<file path="config.mk">
export PLATFORM = sky130hd
export DESIGN_NAME = ilace_timing_gen
export DESIGN_NICKNAME = d
export VERILOG_FILES = /design/src/rtl/ilace_pkg.sv /design/src/rtl/ilace_hcount.sv /design/src/rtl/ilace_field_seq.sv /design/src/rtl/ilace_decode.sv /design/src/rtl/ilace_timing_gen.sv
export SDC_FILE = /design/constraint.sdc
export NUM_CORES = 1
export LEC_CHECK = 0
export BUFFER_PORTS_ARGS = -buffer_cell sky130_fd_sc_hd__buf_2
export CAP_MARGIN = 20
export CORE_ASPECT_RATIO = 0.9
export CORE_UTILIZATION = 35
export CTS_BUF_LIST = sky130_fd_sc_hd__clkbuf_4 sky130_fd_sc_hd__clkbuf_8
export DETAILED_ROUTE_END_ITERATION = 6
export REMOVE_ABC_BUFFERS = 1
export SLEW_MARGIN = 20
export SYNTH_ARGS = -nofsm -noshare
export SYNTH_HDL_FRONTEND = slang
export SYNTH_SLANG_ARGS = --single-unit
</file>
<file path="constraint.sdc">
create_clock -name clk -period 2.05 [get_ports clk]
set_input_delay 0.205 -clock clk [delete_from_list [all_inputs] [get_ports clk]]
set_output_delay 0.205 -clock clk [all_outputs]
set_load 0.02 [all_outputs]
</file>
<file path="src/rtl/ilace_pkg.sv">
package ilace_pkg;
  typedef enum logic {
    FLD_FIRST  = 1'b0,
    FLD_SECOND = 1'b1
  } fld_pos_e;
endpackage

</file>
<file path="src/rtl/ilace_hcount.sv">
module ilace_hcount #(
  parameter int H_TOTAL = 858,
  parameter int HW      = 10
) (
  input  logic          clk,
  input  logic          rst,
  output logic [HW-1:0] hcnt,
  output logic          line_end
);
  localparam logic [HW-1:0] H_LAST = HW'(H_TOTAL - 1);

  assign line_end = (hcnt == H_LAST);

  always_ff @(posedge clk) begin
    if (rst)           hcnt <= '0;
    else if (line_end) hcnt <= '0;
    else               hcnt <= hcnt + 1'b1;
  end
endmodule

</file>
<file path="src/rtl/ilace_field_seq.sv">
module ilace_field_seq
  import ilace_pkg::*;
#(
  parameter int V_TOTAL = 262,
  parameter int VW      = 9
) (
  input  logic          clk,
  input  logic          rst,
  input  logic          line_end,
  input  logic          even_first_i,
  input  logic          interleave_i,
  output logic [VW-1:0] vcnt,
  output fld_pos_e      fld_pos,
  output logic          field_even,
  output logic          ilv_mode
);
  localparam logic [VW-1:0] V_LAST = VW'(V_TOTAL - 1);

  logic field_end;
  assign field_end = line_end && (vcnt == V_LAST);

  always_ff @(posedge clk) begin
    if (rst) begin
      vcnt       <= '0;
      fld_pos    <= FLD_FIRST;
      field_even <= even_first_i;
      ilv_mode   <= interleave_i;
    end else if (field_end) begin
      vcnt <= '0;
      if (fld_pos == FLD_SECOND) begin
        // frame boundary: take the new order and addressing mode
        fld_pos    <= FLD_FIRST;
        field_even <= even_first_i;
        ilv_mode   <= interleave_i;
      end else begin
        fld_pos    <= FLD_SECOND;
        field_even <= ~field_even;
      end
    end else if (line_end) begin
      vcnt <= vcnt + 1'b1;
    end
  end
endmodule

</file>
<file path="src/rtl/ilace_decode.sv">
module ilace_decode
  import ilace_pkg::*;
#(
  parameter int H_TOTAL      = 858,
  parameter int H_SYNC_W     = 64,
  parameter int H_ACT_START  = 122,
  parameter int H_ACT_W      = 720,
  parameter int V_ACT_START  = 18,
  parameter int ACT_LINES    = 240,
  parameter int V_SYNC_START = 259,
  parameter int V_SYNC_LINES = 2,
  parameter int HW           = 10,
  parameter int VW           = 9,
  parameter int LINE_W       = 9
) (
  input  logic [HW-1:0]     hcnt,
  input  logic [VW-1:0]     vcnt,
  input  fld_pos_e          fld_pos,
  input  logic              field_even,
  input  logic              ilv_mode,
  output logic              hsync,
  output logic              vsync,
  output logic              disp_act,
  output logic [LINE_W-1:0] src_line
);
  localparam logic [HW-1:0] HS_END  = HW'(H_SYNC_W);
  localparam logic [HW-1:0] HA_BEG  = HW'(H_ACT_START);
  localparam logic [HW-1:0] HA_END  = HW'(H_ACT_START + H_ACT_W);
  localparam logic [HW-1:0] H_HALF  = HW'(H_TOTAL / 2);
  localparam logic [VW-1:0] VA_BEG  = VW'(V_ACT_START);
  localparam logic [VW-1:0] VA_END  = VW'(V_ACT_START + ACT_LINES);
  localparam logic [VW-1:0] VS_LINE = VW'(V_SYNC_START);
  localparam logic [VW-1:0] VS_EARLY = VW'(V_SYNC_START - 1);
  localparam logic [VW-1:0] VS_LEN  = VW'(V_SYNC_LINES);

  logic [HW-1:0] vs_h0;
  logic [VW-1:0] vs_l0, vs_l1, vrel;
  logic          after_start, before_stop;

  // pulse start point: first field on the line edge, second field half a line off
  always_comb begin
    if (fld_pos == FLD_FIRST) begin
      vs_l0 = VS_LINE;
      vs_h0 = '0;
    end else begin
      vs_l0 = field_even ? VS_LINE : VS_EARLY;
      vs_h0 = H_HALF;
    end
    vs_l1 = vs_l0 + VS_LEN;
  end

  assign after_start = (vcnt > vs_l0) || ((vcnt == vs_l0) && (hcnt >= vs_h0));
  assign before_stop = (vcnt < vs_l1) || ((vcnt == vs_l1) && (hcnt < vs_h0));
  assign vsync       = after_start && before_stop;
  assign hsync       = (hcnt < HS_END);

  assign disp_act = (vcnt >= VA_BEG) && (vcnt < VA_END) &&
                    (hcnt >= HA_BEG) && (hcnt < HA_END);
  assign vrel     = vcnt - VA_BEG;

  always_comb begin
    if (!disp_act)     src_line = '0;
    else if (ilv_mode) src_line = {vrel[LINE_W-2:0], ~field_even};
    else               src_line = LINE_W'(vrel);
  end
endmodule

</file>
<file path="src/rtl/ilace_timing_gen.sv">
module ilace_timing_gen
  import ilace_pkg::*;
#(
  parameter int H_TOTAL      = 858,
  parameter int H_SYNC_W     = 64,
  parameter int H_ACT_START  = 122,
  parameter int H_ACT_W      = 720,
  parameter int V_TOTAL      = 262,
  parameter int V_ACT_START  = 18,
  parameter int ACT_LINES    = 240,
  parameter int V_SYNC_START = 259,
  parameter int V_SYNC_LINES = 2,
  parameter int LINE_W       = 9
) (
  input  logic              clk,
  input  logic              rst,
  input  logic              even_first_i,
  input  logic              interleave_i,
  output logic              hsync_o,
  output logic              vsync_o,
  output logic              field_even_o,
  output logic              disp_act_o,
  output logic [LINE_W-1:0] src_line_o
);
  localparam int HW = $clog2(H_TOTAL + 1);
  localparam int VW = $clog2(V_TOTAL + 1);

  logic [HW-1:0] hcnt;
  logic [VW-1:0] vcnt;
  logic          line_end;
  fld_pos_e      fld_pos;
  logic          field_even;
  logic          ilv_mode;

  ilace_hcount #(.H_TOTAL(H_TOTAL), .HW(HW)) hcnt_i (
    .clk(clk), .rst(rst), .hcnt(hcnt), .line_end(line_end)
  );

  ilace_field_seq #(.V_TOTAL(V_TOTAL), .VW(VW)) fseq_i (
    .clk(clk), .rst(rst), .line_end(line_end),
    .even_first_i(even_first_i), .interleave_i(interleave_i),
    .vcnt(vcnt), .fld_pos(fld_pos), .field_even(field_even), .ilv_mode(ilv_mode)
  );

  ilace_decode #(
    .H_TOTAL(H_TOTAL), .H_SYNC_W(H_SYNC_W), .H_ACT_START(H_ACT_START),
    .H_ACT_W(H_ACT_W), .V_ACT_START(V_ACT_START), .ACT_LINES(ACT_LINES),
    .V_SYNC_START(V_SYNC_START), .V_SYNC_LINES(V_SYNC_LINES),
    .HW(HW), .VW(VW), .LINE_W(LINE_W)
  ) dec_i (
    .hcnt(hcnt), .vcnt(vcnt), .fld_pos(fld_pos), .field_even(field_even),
    .ilv_mode(ilv_mode), .hsync(hsync_o), .vsync(vsync_o),
    .disp_act(disp_act_o), .src_line(src_line_o)
  );

  assign field_even_o = field_even;
endmodule

</file>
---- Word-level counts from Yosys, hierarchy flattened ----
Index checks and enable logic that the tools add are counted.
word-level totals
  flip-flop bits (word level) ............. 22
  output and inout bits ................... 13
  input port bits ......................... 4
  logic and storage cells ................. 49
cells by class
  $add $sub $neg .......................... 4
  $lt $le $gt $ge ......................... 9
  muxes and demuxes ....................... 12
  bitwise logic cells ..................... 1
  equality and inequality tests ........... 4
  reduce and logical (&&, ||, !) cells .... 14
operators by type and width
  cell                   number
  $mux 9                 4
  $eq 9x9->1             2
  $add 10x1->10 const B  1
  $eq 10x10->1 const B   1
  $ge 10x7->1 const B    1
  $ge 10x9->1            1
  $lt 10x10->1 const B   1
  $lt 10x7->1 const B    1
  $lt 10x9->1            1
  $add 9x1->9 const B    1
  $add 9x2->9 const B    1
  $eq 9x9->1 const B     1
  $ge 9x5->1 const B     1
  $gt 9x9->1             1
  $lt 9x9->1             1
  $lt 9x9->1 const B     1
  $sub 9x5->9 const B    1
  $mux 1                 8
  $logic_and 1x1->1      7
  $reduce_bool 2->1      2
  $reduce_or 2->1        2
  $logic_or 1x1->1       2
  $reduce_and 2->1       1
  $not 1->1              1

---- Longest topological paths before layout ----
  depth in word-level cells ............... 7
  depth in mapped cells ................... 8
  gate-level depth less buffers ........... 7

---- Hierarchy ----
A second synthesis with hierarchy kept.
second synthesis, totals
  cells, all modules ...................... 200
  area, all modules ....................... 1705.4 um^2
modules (own cells, without submodules)
  module           area an instance (um^2)  sequential area each (um^2)  instances  cells an instance
  ilace_decode     639.4                    0.0                          1          88
  ilace_field_seq  576.8                    260.2                        1          59
  ilace_hcount     489.2                    200.2                        1          53

---- Worst setup path after synthesis ----
OpenSTA, ideal clock, no wires.
  kind .................................... reg-to-output
  start point ............................. register fseq_i.vcnt[1]
  end point ............................... output port src_line_o[0]
  stages on the path, launching flop included .. 8
  arrival time ............................ 2.032 ns
  slack ................................... -0.187 ns
  path buffers ............................ 0
  data required time ...................... 1.845 ns
  path through ............................ dfxtp_1 > inv_1 > ha_1 > nand2b_1 > a21o_1 > a211o_1 > o2111ai_1 > a211oi_1
on the way
  word-level cells in the longest chain between the ends .. 5
  elaborated cells on any way between the ends .. 6
  those cells by class .................... 2 x order compare; 1 x mux; 3 x reduce/logical
ends and longest elaborated chain
  item                                             RTL line                text
  from (decl)                                      ilace_field_seq.sv:12   output logic [VW-1:0] vcnt,
  from (signal assigned)                           ilace_field_seq.sv:40   vcnt <= vcnt + 1'b1;
  $ge 9x5->1 / $lt 9x9->1 (equally long branches)  ilace_decode.sv:57      assign disp_act = (vcnt >= VA_BEG) && (vcnt < VA_END) &&
  $logic_and 1x1->1 * (2 in a row)                 ilace_decode.sv:57
  $logic_and 1x1->1 *                              ilace_decode.sv:58      (hcnt >= HA_BEG) && (hcnt < HA_END);
  $mux 9 *                                         ilace_decode.sv:62      if (!disp_act) src_line = '0;
  to (decl)                                        ilace_timing_gen.sv:23  output logic [LINE_W-1:0] src_line_o
Mark *: on every way between the ends. The rest lies on a longest branch, timed or not.

---- Worst setup path after layout ----
  start point ............................. register fseq_i.vcnt[5]
  end point ............................... output port src_line_o[4]
Same word-level chain as after synthesis.

==> summary.txt <==
Timing
  • Slew Limit Fails: 0
  • Final worst slack: -0.0652 ns
  • Final setup fails: 9
  • Least-Margin Pin Slew: around 0.41 ns
  • Rel. slew slack: between 70% and 80%
  • Max Fclk: 0.473 GHz
  • Minimum clock period: ~2.1 ns
  • Final count of hold timing violations: 0
  • Period utilization: 103%
  • Worst Skew: 0.00340 ns
  • Setup repair after global routing missed its margin: true

Min path
  • Hold Startpoint: interleave_i
  • Min-Delay Path Class: input pin to flip-flop

Critical path
  • FF-to-FF Start: fseq_i.vcnt[5]
  • Crit path capture type: output port
  • Crit path from: fseq_i.vcnt[5]
  • Critical path peak fanout: 8
  • Crit path cell chain: or3_4 > buf_6 > a211o_1 > o2111ai_4 > buf_6 > a211oi_2 > buf_2
  • Most used cell, CP: buf_6
  • End of the worst register-to-register path: fseq_i.vcnt[6]
  • Slowest cell delay on critical path: approximately 0.40 ns
  • Critical path endpoint: src_line_o[4]
  • R2R cell count: 9
  • Kind of critical path: flip-flop to output port
  • Flop2flop setup slack: ~0.1 ns
  • CP max-delay cell: or3_4
  • Critical Path AT: about 1.9 ns
  • Worst Path Required: roughly 1.9 ns
  • Worst setup SP type: flip-flop

Die
  • Die W: 73.8 um
  • Core area: around 4500 um^2
  • Initial Util: a little over a third
  • Full die area: roughly 4900 um^2
  • Die Y: about 67 um
  • Core Rows: 23
  • Ports: 17

Logic synthesis
  • Area leader, netlist: dfxtp_1
  • Synth top area cells: dfxtp_1 25%, ha_1 12%, nor2_1 7.6%
  • Post-synth EDFFs: 2
  • Mapped Cells: ~210
  • Seq/Total Area, Yosys: between 20 and 30%
  • Cell variety after synth: 40
  • Flops & latches, synth: 22
  • Post-synthesis cell area: about 1600 um^2
  • Synth top area share: approximately 25%
  • Average cell area after synthesis: about 7.9 um^2
  • Top FF cell, synth: dfxtp_1
  • Synth warnings: 0
  • Post-synth ARST share: 0%

Detailed routing
  • Via/cell ratio: 5.00
  • Total Wirelength: around 4100 um
  • Detail Route Antenna Nets: 0
  • Routed len/inst: approximately 13 um
  • Total number of vias: 1541
  • # DRC: 0
  • 1st-iter DRT viols: between 70 and 80
  • First drt pass iteration count: 4

Global routing
  • Initial antenna violation count: 0
  • GR Util All Layers: between 10% and 20%
  • Largest net degree at the start of global routing: 13
  • Number of global-route vias before repair: 1389
  • First-pass GRT wire length: approximately 6400 um
  • Grt ovf: 0

CTS
  • H-tree levels: 1
  • TritonCTS Buffers: 3
  • Buffer depth of the longest clock path: 2
  • Clk slew on worst S/H paths: around 0.08 ns
  • Clk_lat worst skew: around 0.27 ns
  • Clock sinks: 22
  • Root buf cell: clkbuf_8
  • CTS tree: built

Cells and area
  • Layout cells sized above 1: around 40%
  • Fin cells: 308
  • Commonest non-fill, non-tap cells in the layout: 31 x nor2_1, 28 x buf_4, 15 x nand2_1
  • Commonest non-fill, non-tap cell in the layout: nor2_1
  • Layout Nets: around 270
  • # diodes: 0
  • Design area: 2330 um^2
  • Filler cells: approximately 410
  • Area Overhead vs Synth: 43.5%

Place
  • Port Buf Inserts: 16
  • Cell Area, Placed: slightly below 2000 um^2
  • DP Cell Count: 300
  • GPL Wtd Cong: between 0.8 and 0.9
  • DP HPWL: 2930 um

Status
  • Status: complete, but fails checks
  • Failing checks: setup timing

Pwr
  • Leak pwr: between 0.0009 and 0.001 uW
  • Power Total: between 800 and 900 uW
  • PD cells: roughly 350 nW/um^2
  • Max IR drop VDD: around 180 uV

Flow run
  • Max cap viols: 0
-- worst min path at each step --
| stage | to | slack (ns) | depth (start not counted) |
|---|---|---|---|
| after floorplan | fseq_i.fld_pos | 0.28 | 1 |
| after detailed placement | fseq_i.ilv_mode | 0.38 | 1 |
| after global routing | fseq_i.ilv_mode | 0.1 | 1 |
| final | fseq_i.ilv_mode | 0.11 | 1 |
| after global placement | fseq_i.ilv_mode | 0.39 | 1 |
| after CTS | fseq_i.ilv_mode | 0.11 | 1 |
-- worst max-delay path: cells and delay by family (launching register included) --
kind	cells	cell delay, ns
AO/OA/AOI/OAI	3	0.41
buffers and inverters	3	0.50
AND/OR/NAND/NOR	1	0.40
flip-flops	1	0.33
-- cell type report --
type / instances / area, um^2 / area share (%)
sequential: 22 / 479 / 20.6
timing repair buffer: 46 / 359 / 15.4
multi-input combinational: 163 / 1320 / 56.5
clock buffer: 4 / 48.8 / 2.10
inverter: 11 / 48.8 / 2.10
tap: 62 / 77.6 / 3.33
-- cells in the mapped netlist, drive strengths merged (4+ instances only) --
cell and instances:
a211oi 8, a21oi 7, and3 7, clkbuf 6, dfxtp 20, ha 15
inv 10, nand2 16, nand3 6, nand4 5, nor2 34, nor3 8
o21ai 9, or3 4, xnor2 12, xor2 8
-- per-stage QoR --
stage | hold WS [ns] | utilization (%) | setup WS (ns) | TNS (ns)
6_report | 0.105 | 52.2 | -0.0652 | -0.381
5_1_grt | 0.0994 | 52.2 | -0.137 | -0.921
4_1_cts | 0.106 | 49.2 | -0.0571 | -0.352
3_5_place_dp | 0.384 | 43.7 | 0.0786 | 0
3_3_place_gp | 0.388 | 43.7 | 0.0816 | 0
2_1_floorplan | 0.277 | - | -0.187 | -0.934
-- where the power goes --
part	switching, uW	internal (uW)
sequential	12.0	438
clock	150	152
combinational	35.8	33.4
total	197	624
-- registers in the layout, summed over array words and instances (netlist names) --
signal             count
fseq_i.field_even      1
hcnt_i.hcnt           10
fseq_i.fld_pos         1
fseq_i.vcnt            9
fseq_i.ilv_mode        1
-- kinds of logic after synthesis --
kind of cell	after synthesis	share of synthesized area (%)
multiplexers	1	0.617
AO/OA/AOI/OAI	37	15.1
AND/OR/NAND/NOR	90	28.5
XOR/XNOR	20	10.8
flip-flops	22	28.4
adder cells (fa/ha/maj)	15	11.6
buffers and inverters	20	5.01
-- layer usage --
layer	GRT usage (%)	up-vias	wire length, um	part of all wire [%]
li1	-	803	-	-
met1	24.5	708	2200	54
met2	27.3	23	1700	42
met3	1.36	7	85	2.1
met4	5.05	0	78	1.9
met5	0	-	0	0
-- repair_timing --
action,in CTS,in global routing
hold buffers,0,0
setup endpoints to repair,11,11
setup buffers,3,2
gates resized for setup,36,37
pin swaps,13,13
No activity file was read; power rests on OpenSTA's default activity.
